**src/rtl/rs_syn_pkg.sv**
```systemverilog
package rs_syn_pkg;

  // Field GF(2^5): elements are 5-bit vectors, bit b = coefficient of x^b
  localparam int SYM_W    = 5;
  localparam int GF_ORDER = (1 << SYM_W) - 1;
  // x^5 reduces to x^2 + 1
  localparam logic [SYM_W-1:0] POLY_LOW = 5'b00101;

  // multiply by alpha (= x) and reduce
  function automatic logic [SYM_W-1:0] gf_xtime(input logic [SYM_W-1:0] a);
    return {a[SYM_W-2:0], 1'b0} ^ (a[SYM_W-1] ? POLY_LOW : '0);
  endfunction

  // general product, Horner over the bits of b; a constant b folds to XORs
  function automatic logic [SYM_W-1:0] gf_mul(input logic [SYM_W-1:0] a,
                                              input logic [SYM_W-1:0] b);
    logic [SYM_W-1:0] r;
    r = '0;
    for (int i = SYM_W - 1; i >= 0; i--) begin
      r = gf_xtime(r) ^ (b[i] ? a : '0);
    end
    return r;
  endfunction

  // alpha^e as a field element, for elaboration-time constants
  function automatic logic [SYM_W-1:0] gf_alpha_pow(input int e);
    logic [SYM_W-1:0] r;
    r = 1;
    for (int i = 0; i < GF_ORDER; i++) begin
      if (i < (e % GF_ORDER)) r = gf_xtime(r);
    end
    return r;
  endfunction

endpackage

```
**src/rtl/rs_syn_cell.sv**
```systemverilog
module rs_syn_cell
  import rs_syn_pkg::*;
#(
  parameter int ROOT_EXP = 19
) (
  input  logic             clk,
  input  logic             rst_n,
  input  logic             load_i,
  input  logic             step_i,
  input  logic [SYM_W-1:0] sym_i,
  output logic [SYM_W-1:0] acc_o
);

  localparam logic [SYM_W-1:0] ROOT = gf_alpha_pow(ROOT_EXP);

  logic [SYM_W-1:0] acc_q;

  always_ff @(posedge clk) begin
    if (!rst_n) begin
      acc_q <= '0;
    end else if (load_i) begin
      acc_q <= sym_i;
    end else if (step_i) begin
      acc_q <= gf_mul(acc_q, ROOT) ^ sym_i;
    end
  end

  assign acc_o = acc_q;

endmodule

```
**src/rtl/rs_syn_ctrl.sv**
```systemverilog
module rs_syn_ctrl #(
  parameter int N_SYM = 31
) (
  input  logic clk,
  input  logic rst_n,
  input  logic valid_i,
  input  logic sob_i,
  output logic load_o,
  output logic step_o,
  output logic last_o,
  output logic word_end_o
);

  localparam int CNT_W = $clog2(N_SYM + 1);

  // symbols accepted in the open word; zero means no word is open
  logic [CNT_W-1:0] cnt_q;
  logic             word_end_q;

  assign load_o = valid_i & sob_i;
  assign step_o = valid_i & ~sob_i & (cnt_q != '0);
  assign last_o = load_o ? (N_SYM == 1)
                         : (step_o && (cnt_q == CNT_W'(N_SYM - 1)));

  always_ff @(posedge clk) begin
    if (!rst_n) begin
      cnt_q      <= '0;
      word_end_q <= 1'b0;
    end else begin
      word_end_q <= last_o;
      if (last_o)      cnt_q <= '0;
      else if (load_o) cnt_q <= CNT_W'(1);
      else if (step_o) cnt_q <= cnt_q + CNT_W'(1);
    end
  end

  assign word_end_o = word_end_q;

endmodule

```
**src/rtl/rs_syn_out.sv**
```systemverilog
module rs_syn_out #(
  parameter int SYN_W = 60
) (
  input  logic             clk,
  input  logic             rst_n,
  input  logic             capture_i,
  input  logic [SYN_W-1:0] acc_i,
  output logic [SYN_W-1:0] synd_o,
  output logic             done_o,
  output logic             zero_o
);

  always_ff @(posedge clk) begin
    if (!rst_n) begin
      synd_o <= '0;
      done_o <= 1'b0;
      zero_o <= 1'b1;
    end else begin
      done_o <= capture_i;
      if (capture_i) begin
        synd_o <= acc_i;
        zero_o <= (acc_i == '0);
      end
    end
  end

endmodule

```
**src/rtl/rs_syndrome_calc.sv**
```systemverilog
module rs_syndrome_calc
  import rs_syn_pkg::*;
#(
  parameter int N_SYM      = 31,
  parameter int N_PAR      = 12,
  parameter int FIRST_ROOT = 19
) (
  input  logic                     clk,
  input  logic                     rst_n,
  input  logic [SYM_W-1:0]         sym_i,
  input  logic                     valid_i,
  input  logic                     sob_i,
  output logic [N_PAR*SYM_W-1:0]   synd_o,
  output logic                     done_o,
  output logic                     zero_o
);

  localparam int SYN_W = N_PAR * SYM_W;

  // named internal events, observed by the bound checker
  logic             load;
  logic             step;
  logic             last;
  logic             word_end;
  logic [SYN_W-1:0] acc_flat;

  rs_syn_ctrl #(.N_SYM(N_SYM)) u_ctrl (
    .clk        (clk),
    .rst_n      (rst_n),
    .valid_i    (valid_i),
    .sob_i      (sob_i),
    .load_o     (load),
    .step_o     (step),
    .last_o     (last),
    .word_end_o (word_end)
  );

  // one accumulator per consecutive generator root
  for (genvar j = 0; j < N_PAR; j++) begin : g_cell
    rs_syn_cell #(.ROOT_EXP(FIRST_ROOT + j)) u_cell (
      .clk    (clk),
      .rst_n  (rst_n),
      .load_i (load),
      .step_i (step),
      .sym_i  (sym_i),
      .acc_o  (acc_flat[j*SYM_W +: SYM_W])
    );
  end

  // accumulators hold the finished word for exactly the edge at which
  // the next word's first symbol may overwrite them; capture them there
  rs_syn_out #(.SYN_W(SYN_W)) u_out (
    .clk       (clk),
    .rst_n     (rst_n),
    .capture_i (word_end),
    .acc_i     (acc_flat),
    .synd_o    (synd_o),
    .done_o    (done_o),
    .zero_o    (zero_o)
  );

endmodule

```
**config.mk**
```make
export PLATFORM = sky130hd
export DESIGN_NAME = rs_syndrome_calc
export DESIGN_NICKNAME = d
export VERILOG_FILES = /design/src/rtl/rs_syn_pkg.sv /design/src/rtl/rs_syn_cell.sv /design/src/rtl/rs_syn_ctrl.sv /design/src/rtl/rs_syn_out.sv /design/src/rtl/rs_syndrome_calc.sv
export SDC_FILE = /design/constraint.sdc
export NUM_CORES = 1
export LEC_CHECK = 0
export BUFFER_PORTS_ARGS = -buffer_cell sky130_fd_sc_hd__buf_2
export CORE_MARGIN = 2
export CORE_UTILIZATION = 35
export CTS_BUF_LIST = sky130_fd_sc_hd__clkbuf_8
export DETAILED_ROUTE_END_ITERATION = 8
export GPL_TIMING_DRIVEN = 0
export PLACE_DENSITY = 0.59
export SLEW_MARGIN = 20
export SYNTH_ARGS = -nofsm -noshare
export SYNTH_HDL_FRONTEND = slang
export SYNTH_SLANG_ARGS = --single-unit
```
**constraint.sdc**
```tcl
create_clock -name clk -period 4.6 [get_ports clk]
set_input_delay 0.46 -clock clk [delete_from_list [all_inputs] [get_ports clk]]
set_output_delay 0.46 -clock clk [all_outputs]
set_load 0.02 [all_outputs]
```
# [Word level (Yosys, flattened, before mapping)]
# Index checks and enable logic that the tools add are counted.
[word_totals] regBits=128 inputBits=9 out_inout_bits=62 word_cells=176
[op_classes] n_addsub=1 eq_ne=1 muxes=69 bitwise_logic=81 reduce_logical=6
[ops] cell="5-bit XOR" count=76
[ops] cell="3-bit 2-to-1 mux" count=42
[ops] cell="5-bit 2-to-1 mux" count=24
[ops] cell="60-bit logical NOT" count=1
[ops] cell="5-bit by 1-bit adder with 5-bit output (second input constant)" count=1
[ops] cell="5-bit == test (second input constant)" count=1
[ops] cell="5-bit nonzero test" count=1
[ops] cell="1-bit AND" count=3
[ops] cell="1-bit 2-to-1 mux" count=3
[ops] cell="3-bit OR reduction" count=1
[ops] cell="1-bit inverter" count=2
[ops] cell="2-bit nonzero test" count=1
[ops] cell="2-bit OR reduction" count=1
[ops] cell="1-bit logical AND" count=1

# [Depth between registers and ports, before layout]
[logic_depth] word_depth=14 ltp_mapped=9

# [Modules after synthesis]
# From an unflattened synthesis, not the netlist that was laid out.
[hier_totals] hier_cells=788 hier_area_um2=7223.2
[by_module_without_submodules] module="rs_syn_out" instances=1 cells_each=219 area_each_um2=2441.1 seq_area_each_um2=1241.2
[by_module_without_submodules] module="rs_syn_cell (g_cell[5].u_cell)" instances=1 cells_each=45 area_each_um2=409.1 seq_area_each_um2=100.1
[by_module_without_submodules] module="rs_syn_cell (g_cell[7].u_cell)" instances=1 cells_each=52 area_each_um2=406.6 seq_area_each_um2=100.1
[by_module_without_submodules] module="rs_syn_cell (g_cell[3].u_cell)" instances=1 cells_each=47 area_each_um2=401.6 seq_area_each_um2=100.1
[by_module_without_submodules] module="rs_syn_cell (g_cell[4].u_cell)" instances=1 cells_each=47 area_each_um2=397.9 seq_area_each_um2=100.1
[by_module_without_submodules] module="rs_syn_cell (g_cell[1].u_cell)" instances=1 cells_each=45 area_each_um2=384.1 seq_area_each_um2=100.1
[by_module_without_submodules] module="rs_syn_cell (g_cell[2].u_cell)" instances=1 cells_each=46 area_each_um2=382.9 seq_area_each_um2=100.1
[by_module_without_submodules] module="rs_syn_cell (g_cell[8].u_cell)" instances=1 cells_each=42 area_each_um2=361.6 seq_area_each_um2=100.1
[by_module_without_submodules] module="rs_syn_ctrl" instances=1 cells_each=39 area_each_um2=357.8 seq_area_each_um2=120.1
[by_module_without_submodules] module="rs_syn_cell (g_cell[6].u_cell)" instances=1 cells_each=42 area_each_um2=352.8 seq_area_each_um2=100.1
[by_module_without_submodules] module="rs_syn_cell (g_cell[0].u_cell)" instances=1 cells_each=42 area_each_um2=346.6 seq_area_each_um2=100.1
[by_module_without_submodules] module="rs_syn_cell (g_cell[10].u_cell)" instances=1 cells_each=43 area_each_um2=340.3 seq_area_each_um2=100.1
[by_module_without_submodules] module="rs_syn_cell (g_cell[9].u_cell)" instances=1 cells_each=39 area_each_um2=339.1 seq_area_each_um2=100.1
[by_module_without_submodules] module="rs_syn_cell (g_cell[11].u_cell)" instances=1 cells_each=40 area_each_um2=301.5 seq_area_each_um2=100.1

# [Worst setup path after synthesis]
# Ideal clock, no wire load.
[synth_timing] kind="reg-to-reg" startpoint="register u_ctrl.cnt_q[0]" endpoint="register g_cell[3].u_cell.acc_q[4]" t_arrival_ps=1672 required_ps=4472 setup_slack_ps=2800 stages_incl_launch_ff=10 synth_period_minus_slack_ps=1800 path_cell_list="dfxtp_1 -> inv_1 -> ha_1 -> nor4b_4 -> nand2b_1 -> buf_4 -> buf_4 -> a22o_1 -> a22oi_1 -> nor2_1"
[synth_between] elab_chain_len=3
[synth_rtl] item="start, declared" line="rs_syn_ctrl.sv:17" source="logic [CNT_W-1:0] cnt_q;"
[synth_rtl] item="start signal, assigned" line="rs_syn_ctrl.sv:33" source="else if (step_o) cnt_q <= cnt_q + CNT_W'(1);"
[synth_rtl] item="5-bit nonzero test" line="rs_syn_ctrl.sv:21" source="assign step_o = valid_i & ~sob_i & (cnt_q != '0);"
[synth_rtl] item="1-bit AND" line="rs_syn_ctrl.sv:21"
[synth_rtl] item="2-bit nonzero test (no line)"
[synth_rtl] item="end signal, assigned" line="rs_syn_cell.sv:22" source="acc_q <= sym_i;"
[synth_rtl] item="end signal, assigned" line="rs_syn_cell.sv:24" source="acc_q <= gf_mul(acc_q, ROOT) ^ sym_i;"
[synth_rtl] item="end, declared" line="rs_syn_cell.sv:16" source="logic [SYM_W-1:0] acc_q;"
# No other way between the ends.
# A chain may end at the register's enable or synchronous reset.

# [Final worst setup path]
[layout_timing] startpoint="register u_ctrl.cnt_q[0]" endpoint="register g_cell[5].u_cell.acc_q[2]"
[layout_between] elab_chain_len=3
[layout_rtl] item="5-bit nonzero test" line="rs_syn_ctrl.sv:21"
[layout_rtl] item="1-bit AND" line="rs_syn_ctrl.sv:21"
[layout_rtl] item="2-bit nonzero test (no line)"
[layout_rtl] item="end signal, assigned" line="rs_syn_cell.sv:22"
[layout_rtl] item="end signal, assigned" line="rs_syn_cell.sv:24"
[layout_rtl] item="end, declared" line="rs_syn_cell.sv:16"
# No other way between the ends.

==> results by group <==
Worst setup path
  – Setup slack, reg-to-reg: approximately 2.1 ns
  – Crit path DAT: 2.78 ns
  – CP endpoint: g_cell[5].u_cell.acc_o[2]
  – CP Depth: 8
  – Bufs and invs on worst path: 2
  – Cells along the critical path: inv_1 -> ha_1 -> nor4b_4 -> nor3_1 -> clkbuf_1 -> a22o_1 -> a22oi_1 -> nor2_1
  – Worst r2r path cells: 8
  – Crit-path max cell delay: 0.57 ns
  – Crit path launch type: flop
  – Worst setup EP type: flop
  – Crit Reg-Reg Endpoint: g_cell[5].u_cell.acc_o[2]
  – Crit. Startpoint: u_ctrl.cnt_q[0]
  – Worst path required time: 4.93 ns
  – Worst Path Class, Setup: flop to flop
  – Reg2reg start: u_ctrl.cnt_q[0]
  – Max FO, Critical Path: 10
  – CP delay by family, top: simple AND/OR/NAND/NOR gates
  – Critical path's slowest cell: nor4b_4

Placed design
  – PortBufs: 66
  – GP Congestion: 0.9395
  – Detailed Place HPWL: between 10000 and 15000 µm

Floorplanning
  – Die area: 0.02016 mm²
  – Ports: 71
  – Core area: between 0.015 and 0.02 mm²
  – Initial Utilization: 35.63%
  – Die X: 142.0 µm
  – Die H: 142.0 µm
  – Std-Cell Rows: 50

Clock network
  – Setup Fix Bufs, Post-CTS: 0
  – Clock buffer count from CTS: 17
  – Reg clk slew, reported paths: roughly 0.08 ns
  – H-tree depth: 4
  – Clk sinks: between 100 and 150
  – Skew-Pair Late Insertion Delay: 0.47 ns
  – Max Root-Sink Buffers: 2
  – CTS tree: done
  – Root buffer cell: clkbuf_8
  – Hold buffer count at CTS: 0
  – Post-CTS sizing: 0

Layout
  – Area Overhead vs Synth: 14.85%
  – N_diodes: 0
  – Fin util: between 40% and 50%
  – Net count, final: ~890
  – Share of cells above drive strength 1: 13.64%
  – Most frequent cells in the layout: nor2_1, dfxtp_1, buf_2
  – Most common cell after layout, fill and taps aside: nor2_1
  – Number of fill cells: 1902

Synthesis
  – Most common flop cell mapped by yosys: dfxtp_1
  – Syn_nets: roughly 800
  – Post-synth EDFFs: 0
  – Multiplexer area fraction after synthesis: 11.38%
  – Cell variety after synth: 40
  – Synth area leader: dfxtp_1
  – Yosys warns: 0
  – Adder-cell share of the synthesized area: 2.440%
  – Yosys top cell area share: about 38%
  – Post-Synth XOR/XNOR Area: 8.635%
  – Register area share after synthesis: 38.45%
  – Number of synthesized register bits: 128
  – Synthesized cell area: 0.006665 mm²
  – Largest family of logic cells by synthesized area: compound AO/OA/AOI/OAI gates
  – Syn avg cell area: 8.523 µm²
  – Synth area leaders: dfxtp_1, mux2i_1, nor2_1
  – Simple-gate share of the synthesized area: 14.70%
  – Synth Area in Compound Gates: 18.58%
  – Syn Inst Count: 782
  – Asr flop ratio synth: 0%

Drt
  – Number of remaining DRC errors: 0
  – Pre-Repair DR Iteration Count: 6
  – Post-route ant nets: 0
  – Vias/cell: between 5 and 6
  – Initial DRC Count: 713
  – Vias: between 6000 and 7000
  – Post-DR wirelength/cell: 19.31 µm
  – Final wirelength: 21510 µm

GRT
  – Vias in the first global route: 5593
  – Grt met3 use: 5.182%
  – Met2 GRT Util: 32.57%
  – Initial antenna violation count: 0
  – GRT Residual Overflow: 0
  – Largest net degree at the start of global routing: 17
  – First-pass GRT wire length: 33070 µm
  – Total track usage: 21.80%
  – Global route hottest layer: met2
  – M1 GR Usage: 30.15%

Job
  – Number of max-cap violations: 0

STA
  – Slew Limit Fails: 0
  – Worst slew pin tran: roughly 1.1 ns
  – Slew headroom: 23.59%
  – Final setup vio count: 0
  – Final period util: 53.28%
  – Post-route minimum period: 2.451 ns
  – Hold Violations, Final: 0
  – Sum of negative setup slack: 0 ns
  – RSZ-0062 raised after global routing: false
  – Post-route clock skew: 0.01141 ns
  – Max Clk Rate: 408.0 MHz

Power and ir drop
  – Peak VDD IR: 0.1812 mV
  – P per Cell Area: between 300 and 400 mW/mm²
  – Leak pwr: around 3.0 nW

Min path
  – Worst Hold Class: input pin to flop

Status
  – Status: completed
==> synth_stat cells (10+ instances only) <==
master    instances
nand2_1          38
xnor2_1          34
nor2_1          133
ha_1             13
dfxtp_1         128
xor2_1           29
mux2i_1          69
a22oi_1          33
a21oi_1          29
o21ai_0          47
inv_1            23
nor3_1           10
clkbuf_1         59
a22o_1           42
==> cell type report <==
class                      instances  area, µm²  share of cell area [%]
buffer                            71      294.0                   3.841
clock buffer                      17      234.0                   3.057
clock inverter                    15      122.6                   1.602
inverter                          25      93.84                   1.226
multi-input combinational        558       3725                   48.66
sequential                       128       2562                   33.48
tap                              234      292.8                   3.825
timing repair buffer              66      330.3                   4.315
==> per-stage QoR <==
stage	cell area, µm²	std cells	hold slack (ns)	power (mW)	worst slack (ns)
final	7655	1114	0.2584	2.637	2.149
after global routing	7655	1114	0.2543	2.766	1.977
after CTS	7655	1114	0.2310	2.642	2.233
after detailed placement	7298	1082	0.4746	1.740	2.214
after global placement	7288	1082	0.4657	1.731	2.112
after floorplan	6665	782	0.5126	1.594	2.800
==> metal layers <==
layer	part of all wire (%)	vias up	wire length, µm
li1	-	2913	-
met3	8.4	43	1812
met5	0	-	0
met1	45	2896	9728
met4	2.7	0	576
met2	44	277	9389
==> sequential cells by signal (all words and copies together) (netlist names) <==
| register | cells |
|---|---|
| u_ctrl.cnt_q | 5 |
| u_out.zero_o | 1 |
| u_out.synd_o | 60 |
| g_cell.u_cell.acc_o | 60 |
| u_out.done_o | 1 |
| u_ctrl.word_end_o | 1 |
==> how the worst min path moves through the flow <==
stage / from / to / slack (ns) / cells past startpoint
4_1_cts: sob_i / u_ctrl.word_end_o / 0.23 / 2
6_report: sob_i / u_ctrl.word_end_o / 0.26 / 2
2_1_floorplan: u_ctrl.cnt_q[4] / u_ctrl.word_end_o / 0.51 / 2
3_3_place_gp: u_out.synd_o[5] / u_out.synd_o[5] / 0.47 / 2
3_5_place_dp: u_out.synd_o[9] / u_out.synd_o[9] / 0.47 / 2
5_1_grt: sob_i / u_ctrl.word_end_o / 0.25 / 2
==> kinds of logic after synthesis <==
group,after synthesis
simple gates,223
compound gates,183
flops,128
buf+inv,96
mux,75
xor+xnor,64
fa+ha+maj,13
==> where the power goes <==
part           internal, mW  switching (mW)  total [mW]
Clock                 0.419           0.490       0.909
Sequential             1.15          0.0583        1.21
Combinational         0.206           0.315       0.521
Total                  1.77           0.863        2.64
No activity file was read; power rests on OpenSTA's default activity.
